==> src/rtl/lh_pkg.sv <==
package lh_pkg;
  localparam int STATUS_W = 4;

  typedef struct packed {
    logic                captureByte;
    logic [STATUS_W-1:0] status;
  } lhStrobes_t;
endpackage

==> src/rtl/lh_control.sv <==
module lh_control
  import lh_pkg::*;
(
  input  logic       clk,
  input  logic       rstN,
  input  logic       hostWrEn,
  input  logic       hostAddr,
  input  logic [1:0] hostWrData,
  input  logic       davAsserted,
  input  logic       davRise,
  output logic       nrfdFlag,
  output logic       ndacFlag,
  output logic       validPend,
  output logic       releasedPend,
  output lhStrobes_t strobes,
  output logic       irq
);
  // Host-owned flags; address 0 is the only writable location
  always_ff @(posedge clk or negedge rstN) begin
    if (!rstN) begin
      nrfdFlag <= 1'b0;
      ndacFlag <= 1'b1;
    end else if (hostWrEn && !hostAddr) begin
      nrfdFlag <= hostWrData[1];
      ndacFlag <= hostWrData[0];
    end
  end

  // Qualified interrupt sources, registered
  always_ff @(posedge clk or negedge rstN) begin
    if (!rstN) begin
      validPend    <= 1'b0;
      releasedPend <= 1'b0;
    end else begin
      validPend    <= davAsserted & ndacFlag;
      releasedPend <= ~davAsserted & nrfdFlag;
    end
  end

  always_comb begin
    strobes.captureByte = davRise;
    strobes.status      = {validPend, releasedPend, nrfdFlag, ndacFlag};
    irq                 = validPend | releasedPend;
  end
endmodule

==> src/rtl/lh_datapath.sv <==
module lh_datapath
  import lh_pkg::*;
#(
  parameter int DATA_W      = 8,
  parameter int SYNC_STAGES = 2
) (
  input  logic              clk,
  input  logic              rstN,
  input  logic              davN,
  input  logic [DATA_W-1:0] dataLinesN,
  input  lhStrobes_t        strobes,
  input  logic              hostRdAddr,
  output logic              davAsserted,
  output logic              davRise,
  output logic [DATA_W-1:0] hostRdData
);
  localparam int PAD_W = DATA_W - STATUS_W;

  logic [SYNC_STAGES-1:0] syncChain;
  logic                   davPrev;
  logic [DATA_W-1:0]      holdByte;

  always_ff @(posedge clk or negedge rstN) begin
    if (!rstN) begin
      syncChain <= '0;
      davPrev   <= 1'b0;
    end else begin
      syncChain <= {syncChain[SYNC_STAGES-2:0], ~davN};
      davPrev   <= syncChain[SYNC_STAGES-1];
    end
  end

  assign davAsserted = syncChain[SYNC_STAGES-1];
  assign davRise     = davAsserted & ~davPrev;

  always_ff @(posedge clk or negedge rstN) begin
    if (!rstN)                    holdByte <= '0;
    else if (strobes.captureByte) holdByte <= ~dataLinesN;
  end

  always_comb begin
    if (hostRdAddr) hostRdData = holdByte;
    else            hostRdData = {{PAD_W{1'b0}}, strobes.status};
  end
endmodule

==> src/rtl/listener_handshake.sv <==
module listener_handshake
  import lh_pkg::*;
#(
  parameter int DATA_W      = 8,
  parameter int SYNC_STAGES = 2
) (
  input  logic              clk,
  input  logic              rstN,
  input  logic              hostWrEn,
  input  logic              hostAddr,
  input  logic [1:0]        hostWrData,
  input  logic              hostRdAddr,
  output logic [DATA_W-1:0] hostRdData,
  input  logic              davN,
  input  logic [DATA_W-1:0] dataLinesN,
  output logic              nrfdPullLow,
  output logic              ndacPullLow,
  output logic              irq
);
  lhStrobes_t strobes;
  logic davAsserted, davRise, nrfdFlag, ndacFlag, validPend, releasedPend;

  lh_control u_ctrl (
    .clk(clk), .rstN(rstN), .hostWrEn(hostWrEn), .hostAddr(hostAddr),
    .hostWrData(hostWrData), .davAsserted(davAsserted), .davRise(davRise),
    .nrfdFlag(nrfdFlag), .ndacFlag(ndacFlag), .validPend(validPend),
    .releasedPend(releasedPend), .strobes(strobes), .irq(irq)
  );

  lh_datapath #(.DATA_W(DATA_W), .SYNC_STAGES(SYNC_STAGES)) u_dp (
    .clk(clk), .rstN(rstN), .davN(davN), .dataLinesN(dataLinesN),
    .strobes(strobes), .hostRdAddr(hostRdAddr), .davAsserted(davAsserted),
    .davRise(davRise), .hostRdData(hostRdData)
  );

  // Open-drain: enables only ever pull low
  assign nrfdPullLow = nrfdFlag;
  assign ndacPullLow = ndacFlag;
endmodule

==> config.mk <==
export PLATFORM = sky130hd
export DESIGN_NAME = listener_handshake
export DESIGN_NICKNAME = d
export VERILOG_FILES = /design/src/rtl/lh_pkg.sv /design/src/rtl/lh_control.sv /design/src/rtl/lh_datapath.sv /design/src/rtl/listener_handshake.sv
export SDC_FILE = /design/constraint.sdc
export NUM_CORES = 1
export LEC_CHECK = 0
export BUFFER_PORTS_ARGS = -buffer_cell sky130_fd_sc_hd__buf_4
export CAP_MARGIN = 20
export CORE_MARGIN = 2
export CORE_UTILIZATION = 35
export DETAILED_ROUTE_END_ITERATION = 8
export GPL_TIMING_DRIVEN = 0
export HOLD_SLACK_MARGIN = 0.08
export PLACE_DENSITY_LB_ADDON = 0.12
export SLEW_MARGIN = 20
export SYNTH_ARGS = -nofsm -noshare
export SYNTH_HDL_FRONTEND = slang
export SYNTH_SLANG_ARGS = --single-unit
export TNS_END_PERCENT = 100
==> constraint.sdc <==
create_clock -name clk -period 0.8 [get_ports clk]
set_input_delay 0.12 -clock clk [delete_from_list [all_inputs] [get_ports clk]]
set_output_delay 0.12 -clock clk [all_outputs]
set_load 0.1 [all_outputs]
==> impl_metrics.ini, run 1 <==
[timing]
setup_viol = 23
drv_slew = 0
maxSlewHeadroom = 0.8707
finalSetupTns_ps = -5212
setup_ws_ps = -549.5
period_needed_ps = 1350
rsz0062_at_grt = yes
max_freq_mhz = 741.0
worstMarginPinSlew_ps = 193.9
post-route-period-util = 1.687
finalHoldViolCount = 0
fin_skew_ps = 2.409

[pwr]
p_per_area_mw_per_mm2 = 2208
power.internal_mw = 1.621
cellLeakagePower_nw = 0.6297
power_frac_comb = 0.500
p_sw_mw = 1.037
peakVddDrop_mv = 1.535
sw_frac_of_total = 0.3901
power_frac_seq = 0.344
p_clk_frac = 0.156

[clocking]
clock_latency_ps = 270
clockBufferDepth = 2
numClockSinks = 15
path_clk_slew_ps = 90
cts-root-buf = clkbuf_4
h-tree-depth = 1
cts_tree = done
cts_hold_buf = 10
numCtsBuffers = 3

[finish]
areaGrowthSynthToFinish_pct = 86.80
drive_gt1_frac = 0.5326
post-route-util = 0.6971
antennaDiodeCount = 0
fillCellCount = 144
nets = 109

[synthesis]
synth_area_leaders = dfrtp_1 (54%), mux2i_1 (12%), mux2_2 (10%), inv_1 (5.2%), and2_1 (4.9%)
synth_cell_types = 11
syn_area_um2 = 644.4
ys_warn_count = 0
synthCells = 49
synth_seq_area_share = 0.5845
yosysTopAreaCell = dfrtp_1
synth_top_area_share = 0.5437
synth_area_per_cell_um2 = 13.15
synth-seq-cells = 15
syn_nets = 65

[worst_setup_path]
path_cells = mux2_4 > buf_12
critPathMaxFanout = 2
critPathLaunchType = flop
crit_path_end_kind = output pin
r2r_slack_ps = -220
critPathArrivalTime_ps = 1230
path_class = reg2out
crit_required_ps = 680
cp_slowest_stage_delay_ps = 630
slowest_stage = dfstp_4

[min_path]
hp-class = in2reg

[die]
io-pin-count = 27
fp.coreArea_mm2 = 0.001727
initial_core_util = 0.3732
die_x_um = 46.91
die_h_um = 46.91
dieArea_mm2 = 0.002200
num_rows = 15

[drt]
via_per_inst = 4.325
vias = 506
wl_um = 1351
drt_iter0_drc = 2
post-route-drc-count = 0
drtPass1Iterations = 2
ant_nets = 0
wl_per_cell_um = 11.55

[outcome]
outcome = finished, violations left
violations = setup timing

[global_routing]
grt.overflow.total = 0
antenna_found_initial = 0
grt_pass1_wl_um = 2187
grt_use_total = 0.1488
grt_pass1_vias = 515
grt_max_degree = 16

[flow_run]
max_cap_viol_count = 0

[placed_design]
portBuffers = 25
gp_congestion = 0.6437
## per-layer routing
layer | up-vias | share of wire | global-route usage
li1 | 243 | - | -
met1 | 240 | 0.41 | 0.1796
met2 | 21 | 0.53 | 0.2548
met3 | 2 | 0.056 | 0.03077
met4 | 0 | 0.0037 | 0.06667
met5 | - | 0 | 0
## what timing repair did
| action | in CTS | in global routing |
|---|---|---|
| resized for setup | 34 | 2 |
| hold endpoints to repair | 24 | 1 |
| pin swaps | 4 | 1 |
| endpoints found under the setup margin | 22 | 23 |
| setup buffers | 5 | 0 |
## cell families after synthesis
family        synth area share
flops                   0.5845
buf+inv                0.08737
simple gates           0.09904
mux                     0.2291
## synth_stat cells (all sizes together)
cell type	number
mux2i	8
nand2b	1
or2	1
dfstp	1
buf	2
nor2b	2
and2	5
inv	9
mux2	6
dfrtp	14
## power groups by stage
stage          Combinational [mW]  Sequential (mW)  Clock (mW)
3_5_place_dp                0.982            0.938           0
6_report                     1.33            0.914       0.416
4_1_cts                      1.32            0.914       0.429
5_1_grt                      1.38            0.925       0.469
3_3_place_gp                0.977            0.935           0
2_1_floorplan               0.674             1.04           0
## state kept, by name, summed over array words and instances (netlist names)
name	cells
u_ctrl.ndacFlag	1
u_dp.davPrev	1
u_ctrl.releasedPend	1
u_ctrl.nrfdFlag	1
u_dp.holdByte	8
u_ctrl.validPend	1
u_dp.syncChain	2
## area by class of cell
| cell class | count | area (um2) | share of cell area |
|---|---|---|---|
| Clock buffer | 4 | 26.28 | 0.02183 |
| Buffer | 1 | 11.26 | 0.009356 |
| Sequential cell | 15 | 384.1 | 0.3191 |
| Timing Repair Buffer | 40 | 466.7 | 0.3877 |
| Tap cell | 25 | 31.28 | 0.02599 |
| Inverter | 9 | 33.78 | 0.02807 |
| Multi-Input combinational cell | 23 | 250.2 | 0.2079 |
## critical path, delay by kind of cell, from the launching register on
family | cells | cell delay [ps]
flip-flops | 1 | 630
buffers and inverters | 1 | 170
multiplexers | 1 | 160
## through the flow
step / std cells / hold slack [ps] / power, mW / worst slack [ps] / area (um2)
finish: 117 / 78.14 / 2.658 / -549.5 / 1204
floorplan: 49 / -175.6 / 1.710 / -497.4 / 679.4
detailed placement: 99 / -16.88 / 1.921 / -357.4 / 898.4
global route: 117 / 65.95 / 2.774 / -584.0 / 1204
CTS: 117 / 85.71 / 2.661 / -549.8 / 1196
global placement: 99 / -16.56 / 1.912 / -354.0 / 898.4
## final timing paths
path | start | endpoint | cells after the start
min reg2reg | u_dp.syncChain[0] | u_dp.syncChain[1] | 0
max reg2reg | u_ctrl.nrfdFlag | u_ctrl.nrfdFlag | 2
max | u_ctrl.ndacFlag | hostRdData[0] | 2
min | hostWrData[0] | u_ctrl.ndacFlag | 2
max in group asynchronous | rstN | u_ctrl.ndacFlag | 2
min in group asynchronous | rstN | u_dp.syncChain[0] | 2
## layout by cell type, fill, tap and decap left out
cell            n
buf_4          18
dfrtp_1        13
buf_12         11
dlygate4sd3_1  10
inv_1           9
mux2i_1         8
mux2_4          5
and2_4          4
clkbuf_4        3
buf_6           2
and2_1          1
nor2b_1         1
or2_4           1
nand2b_4        1
nor2b_4         1
mux2_2          1
clkbuf_1        1
dfstp_4         1
dfrtp_4         1
Note: power is estimated with default switching activity, not from simulation.
==> inputs of run 2 (changes only) <==
--- a/config.mk
+++ b/config.mk
@@ -8,7 +8,7 @@
 export BUFFER_PORTS_ARGS = -buffer_cell sky130_fd_sc_hd__buf_4
 export CAP_MARGIN = 20
 export CORE_MARGIN = 2
-export CORE_UTILIZATION = 35
+export CORE_UTILIZATION = 41
 export DETAILED_ROUTE_END_ITERATION = 8
 export GPL_TIMING_DRIVEN = 0
 export HOLD_SLACK_MARGIN = 0.08
@@ -16,5 +16,6 @@
 export SLEW_MARGIN = 20
 export SYNTH_ARGS = -nofsm -noshare
 export SYNTH_HDL_FRONTEND = slang
+export SYNTH_HIERARCHICAL = 1
 export SYNTH_SLANG_ARGS = --single-unit
 export TNS_END_PERCENT = 100
==> impl_metrics.ini, run 2 <==
[timing]
setup_ws_ps = -634.4
period_needed_ps = 1434
maxSlewHeadroom = 0.8743
rsz0062_at_grt = yes
drv_slew = 0
worstMarginPinSlew_ps = 188.6
post-route-period-util = 1.793
fin_skew_ps = 7.353
setup_viol = 23
max_freq_mhz = 697.1
finalHoldViolCount = 0

[synthesis]
syn_nets = 70
synth_common_cells = dfrtp_1 (14), inv_1 (8), mux2i_1 (7)
synthFlopType = dfrtp_1
synthCells = 54
synth-seq-cells = 15
yosysMostFrequentCell = dfrtp_1
synth_seq_area_share = 0.5375
synth_top_area_share = 0.5000
async_flop_share = 1.000
synth_edf_count = 0
synth_area_leaders = dfrtp_1 (50%), mux2_4 (13%), mux2i_1 (10%), buf_4 (6.4%), and2_2 (4.3%)
synth_cell_types = 14
yosysTopAreaCell = dfrtp_1
ys_warn_count = 6
syn_area_um2 = 700.7
synth_area_per_cell_um2 = 12.98

[global_routing]
grt.overflow.total = 0
grt_max_degree = 16
grt_use_total = 0.1628
grt_pass1_vias = 520
antenna_found_initial = 0
grt_pass1_wl_um = 2235

[drt]
drtPass1Iterations = 4
via_per_inst = 4.509
wl_um = 1468
ant_nets = 0
wl_per_cell_um = 12.66
vias = 523
drt_iter0_drc = 3
post-route-drc-count = 0

[outcome]
violations = setup timing
outcome = finished, violations left

[worst_setup_path]
path_class = reg2out
critPathMaxFanout = 2
critPathLaunchType = flop
path_cells = buf_6 > mux2_4 > buf_12
r2r_cells = 3
cp.depth = 3
slowest_stage = dfrtp_4
cp_num_buf_inv = 2
critPathArrivalTime_ps = 1310
crit_path_end_kind = output pin
crit_required_ps = 680
crit_family = flip-flops
cp_slowest_stage_delay_ps = 480

[finish]
final_common_cell = buf_4
post-route-util = 0.8242
regMostFlops = u_dp/holdByte
largest_reg_flops = 8
final_cell_mix = buf_4 (21), dfrtp_1 (13), buf_12 (11)
nets = 117
reg_top3 = u_dp/holdByte: 8 flops, u_dp/syncChain: 2 flops
fillCellCount = 89
drive_gt1_frac = 0.5900
areaGrowthSynthToFinish_pct = 83.39
antennaDiodeCount = 0

[die]
io-pin-count = 27
num_rows = 14
dieArea_mm2 = 0.002056
die_h_um = 45.34
initial_core_util = 0.4494
fp.coreArea_mm2 = 0.001559
die_x_um = 45.34

[min_path]
min_path_cells = 2
hp-class = in2reg

[placed_design]
portBuffers = 25
gp_congestion = 0.6711
dp_hpwl_um = 840.9

[clocking]
cts_hold_buf = 10
cts-root-buf = clkbuf_4
clock_latency_ps = 280
numCtsBuffers = 3
numClockSinks = 15
h-tree-depth = 1
cts_tree = done
clockBufferDepth = 2
path_clk_slew_ps = 90

[pwr]
p_total_mw = 2.765
p_per_area_mw_per_mm2 = 2152
cellLeakagePower_nw = 0.6388
peakVddDrop_mv = 1.462

[flow_run]
max_cap_viol_count = 0
==> run 2: repair_timing <==
action / 4_1_cts / 5_1_grt
resized for setup: 40 / 4
pin swaps: 4 / 1
gates cloned: 1 / 0
endpoints found under the setup margin: 22 / 23
setup buffers: 4 / 3
endpoints found under the hold margin: 26 / 2
==> run 2: stage by stage <==
step	hold WS [ps]	instance area (um2)	setup TNS (ps)	cells	worst slack, ps
finish	67.93	1285	-6776	116	-634.4
global route	62.51	1285	-7628	116	-670.7
CTS	61.43	1244	-6519	113	-646.4
detailed placement	-16.77	930.9	-3989	95	-424.5
global placement	-19.79	930.9	-3776	95	-422.3
floorplan	-175.6	723.2	-3739	54	-559.5
==> run 2: final timing paths <==
kind,start,to,slack [ps]
worst min register to register,u_dp/syncChain[0],u_dp/syncChain[1],360
worst max-delay path,u_ctrl/nrfdFlag,hostRdData[1],-630
min in group asynchronous,rstN,u_dp/holdByte[1],220
worst min-delay path,hostWrData[0],u_ctrl/ndacFlag,70
worst max register to register,u_ctrl/nrfdFlag,u_ctrl/nrfdFlag,-300
max in group asynchronous,rstN,u_ctrl/ndacFlag,340
==> run 2: cells by family (layout without fill, tap and decap cells) <==
group                  count (synthesis)  count (layout)  synth area share
buffers and inverters                 15              61            0.1232
DFF                                   15              15            0.5375
muxes                                 13              13            0.2286
and+or+nand+nor                       10              10            0.1036
AOI/OAI and AO/OA                      1               1          0.007136
==> run 2: cell type report <==
class / instances / area (um2) / area share
Multi-Input combinational cell: 24 / 267.8 / 0.2084
Inverter: 8 / 30.03 / 0.02337
Tap cell: 16 / 20.02 / 0.01558
Timing Repair Buffer: 43 / 496.7 / 0.3866
Clock buffer: 4 / 26.28 / 0.02045
Buffer: 6 / 60.06 / 0.04674
Sequential cell: 15 / 384.1 / 0.2989
==> run 2: report_power, final <==
part	switching [mW]	internal, mW
Clock	0.225	0.193
Combinational	0.787	0.643
Sequential	0.0539	0.864
==> run 2: worst reg2reg max path: stages (launching register included) <==
cell and delay (ps):
dfrtp_4 480, buf_4 140, buf_6 110, mux2_4 260
==> run 2: routing by layer <==
| metal | part of all wire | vias to the layer above | track usage |
|---|---|---|---|
| met1 | 0.40 | 247 | 0.1938 |
| met5 | 0 | - | 0 |
| li1 | - | 257 | - |
| met2 | 0.55 | 17 | 0.2771 |
| met3 | 0.041 | 2 | 0.02800 |
| met4 | 0.0061 | 0 | 0.08824 |
==> inputs of run 3 (changes only) <==
--- a/config.mk
+++ b/config.mk
@@ -12,7 +12,7 @@
 export DETAILED_ROUTE_END_ITERATION = 8
 export GPL_TIMING_DRIVEN = 0
 export HOLD_SLACK_MARGIN = 0.08
-export PLACE_DENSITY_LB_ADDON = 0.12
+export PLACE_DENSITY = 0.83
 export SLEW_MARGIN = 20
 export SYNTH_ARGS = -nofsm -noshare
 export SYNTH_HDL_FRONTEND = slang
==> impl_metrics.ini, run 3 (synthesis results as in run 2) <==
[worst_setup_path]
cp_num_buf_inv = 2
path_cells = buf_6 > mux2_4 > buf_12
path_class = reg2out
crit_required_ps = 680
cp_slowest_stage_delay_ps = 490
critPathArrivalTime_ps = 1330
critPathLaunchType = flop
critPathMaxFanout = 2
crit_path_end_kind = output pin
crit_family = flip-flops
slowest_stage = dfrtp_4

[finish]
antennaDiodeCount = 0
largest_reg_flops = 8
nets = 118
areaGrowthSynthToFinish_pct = 86.43
drive_gt1_frac = 0.6238
final_cells = 117
final_cell_mix = buf_4 (20), dfrtp_1 (13), buf_12 (11)
regMostFlops = u_dp/holdByte
reg_top3 = u_dp/holdByte: 8 flops, u_dp/syncChain: 2 flops
fillCellCount = 76
fin_area_mm2 = 0.001306
final_common_cell = buf_4

[clocking]
cts-root-buf = clkbuf_4
clockBufferDepth = 2
cts_hold_buf = 10
numCtsBuffers = 3
numClockSinks = 15
h-tree-depth = 1
clock_latency_ps = 290
path_clk_slew_ps = 90
cts_tree = done

[global_routing]
grt_use_total = 0.2042
grt.overflow.total = 0
grt_pass1_wl_um = 2746
grt_max_degree = 16
antenna_found_initial = 0
grt_pass1_vias = 585

[placed_design]
place_inst = 95
portBuffers = 25
dp_hpwl_um = 900.9
gp_congestion = 0.6773
place_area_um2 = 930.9

[timing]
drv_slew = 0
setup_viol = 23
post-route-period-util = 1.813
holdWs_ps = 72.41
rsz0062_at_grt = yes
fin_skew_ps = 6.471
finalSetupTns_ps = -7366
maxSlewHeadroom = 0.8832
period_needed_ps = 1450
max_freq_mhz = 689.6
finalHoldViolCount = 0
setup_ws_ps = -650.1
worstMarginPinSlew_ps = 171.8

[drt]
drt_iter0_drc = 5
wl_per_cell_um = 16.03
via_per_inst = 4.803
ant_nets = 0
drtPass1Iterations = 4
wl_um = 1875
post-route-drc-count = 0
vias = 562

[die]
die_h_um = 45.34
io-pin-count = 27
initial_core_util = 0.4494
num_rows = 14
fp.coreArea_mm2 = 0.001559
dieArea_mm2 = 0.002056
die_x_um = 45.34

[flow_run]
max_cap_viol_count = 0

[pwr]
peakVddDrop_mv = 1.542
power_frac_seq = 0.324
p_clk_frac = 0.155
sw_frac_of_total = 0.3961
p_sw_mw = 1.129
power_frac_comb = 0.520
p_per_area_mw_per_mm2 = 2182
power.internal_mw = 1.722
cellLeakagePower_nw = 0.6491

[outcome]
outcome = finished, violations left
violations = setup timing

[min_path]
hp-class = in2reg
==> run 3: routing by layer <==
layer / GRT usage / vias to the layer above / wire length [um] / part of all wire
met2: 0.3800 / 30 / 1106 / 0.59
met3: 0.02000 / 10 / 81 / 0.043
li1: - / 260 / - / -
met5: 0 / - / 0 / 0
met4: 0.1529 / 0 / 77 / 0.041
met1: 0.2051 / 262 / 610 / 0.33
==> run 3: worst register-to-register path: stages, from the launching register on <==
cell and delay, ps:
dfrtp_4 490, buf_4 140, buf_6 120, mux2_4 260
==> run 3: power groups by stage <==
| stage | Combinational (mW) | Clock, mW | Sequential, mW |
|---|---|---|---|
| floorplan | 0.721 | 0 | 1.04 |
| global placement | 1.02 | 0 | 0.930 |
| detailed placement | 1.03 | 0 | 0.937 |
| CTS | 1.38 | 0.439 | 0.914 |
| global route | 1.53 | 0.495 | 0.937 |
| finish | 1.48 | 0.443 | 0.925 |
==> run 3: what timing repair did <==
item / 4_1_cts / 5_1_grt
gates resized for setup: 41 / 9
pin swaps: 5 / 2
endpoints found under the setup margin: 22 / 23
endpoints found under the hold margin: 26 / 2
buffers inserted: 4 / 5
cloned: 1 / 0
==> run 3: through the flow <==
stage               utilization  power [mW]  setup slack, ps
floorplan                     -       1.758           -559.5
global placement         0.5971       1.949           -421.3
detailed placement       0.5971       1.968           -437.4
CTS                      0.8002       2.734           -645.7
global route             0.8379       2.959           -675.5
finish                   0.8379       2.851           -650.1
==> run 3: area by class of cell <==
class,count,area [um2],share of cell area
Buffer,6,60.06,0.04598
Clock buffer,4,26.28,0.02011
Inverter,8,30.03,0.02299
Multi-Input combinational cell,24,274.0,0.2098
Sequential cell,15,384.1,0.2941
Tap cell,16,20.02,0.01533
Timing Repair Buffer,44,511.7,0.3918
==> run 3: worst paths after layout <==
path	startpoint	end	slack [ps]	depth (start not counted)
worst max-delay path	u_ctrl/nrfdFlag	hostRdData[1]	-650	3
worst min-delay path	hostWrData[0]	u_ctrl/ndacFlag	70	2
worst max register to register	u_ctrl/nrfdFlag	u_ctrl/nrfdFlag	-320	3
worst min register to register	u_dp/syncChain[0]	u_dp/syncChain[1]	360	0
max in group asynchronous	rstN	u_ctrl/ndacFlag	340	2
min in group asynchronous	rstN	u_dp/holdByte[4]	210	2
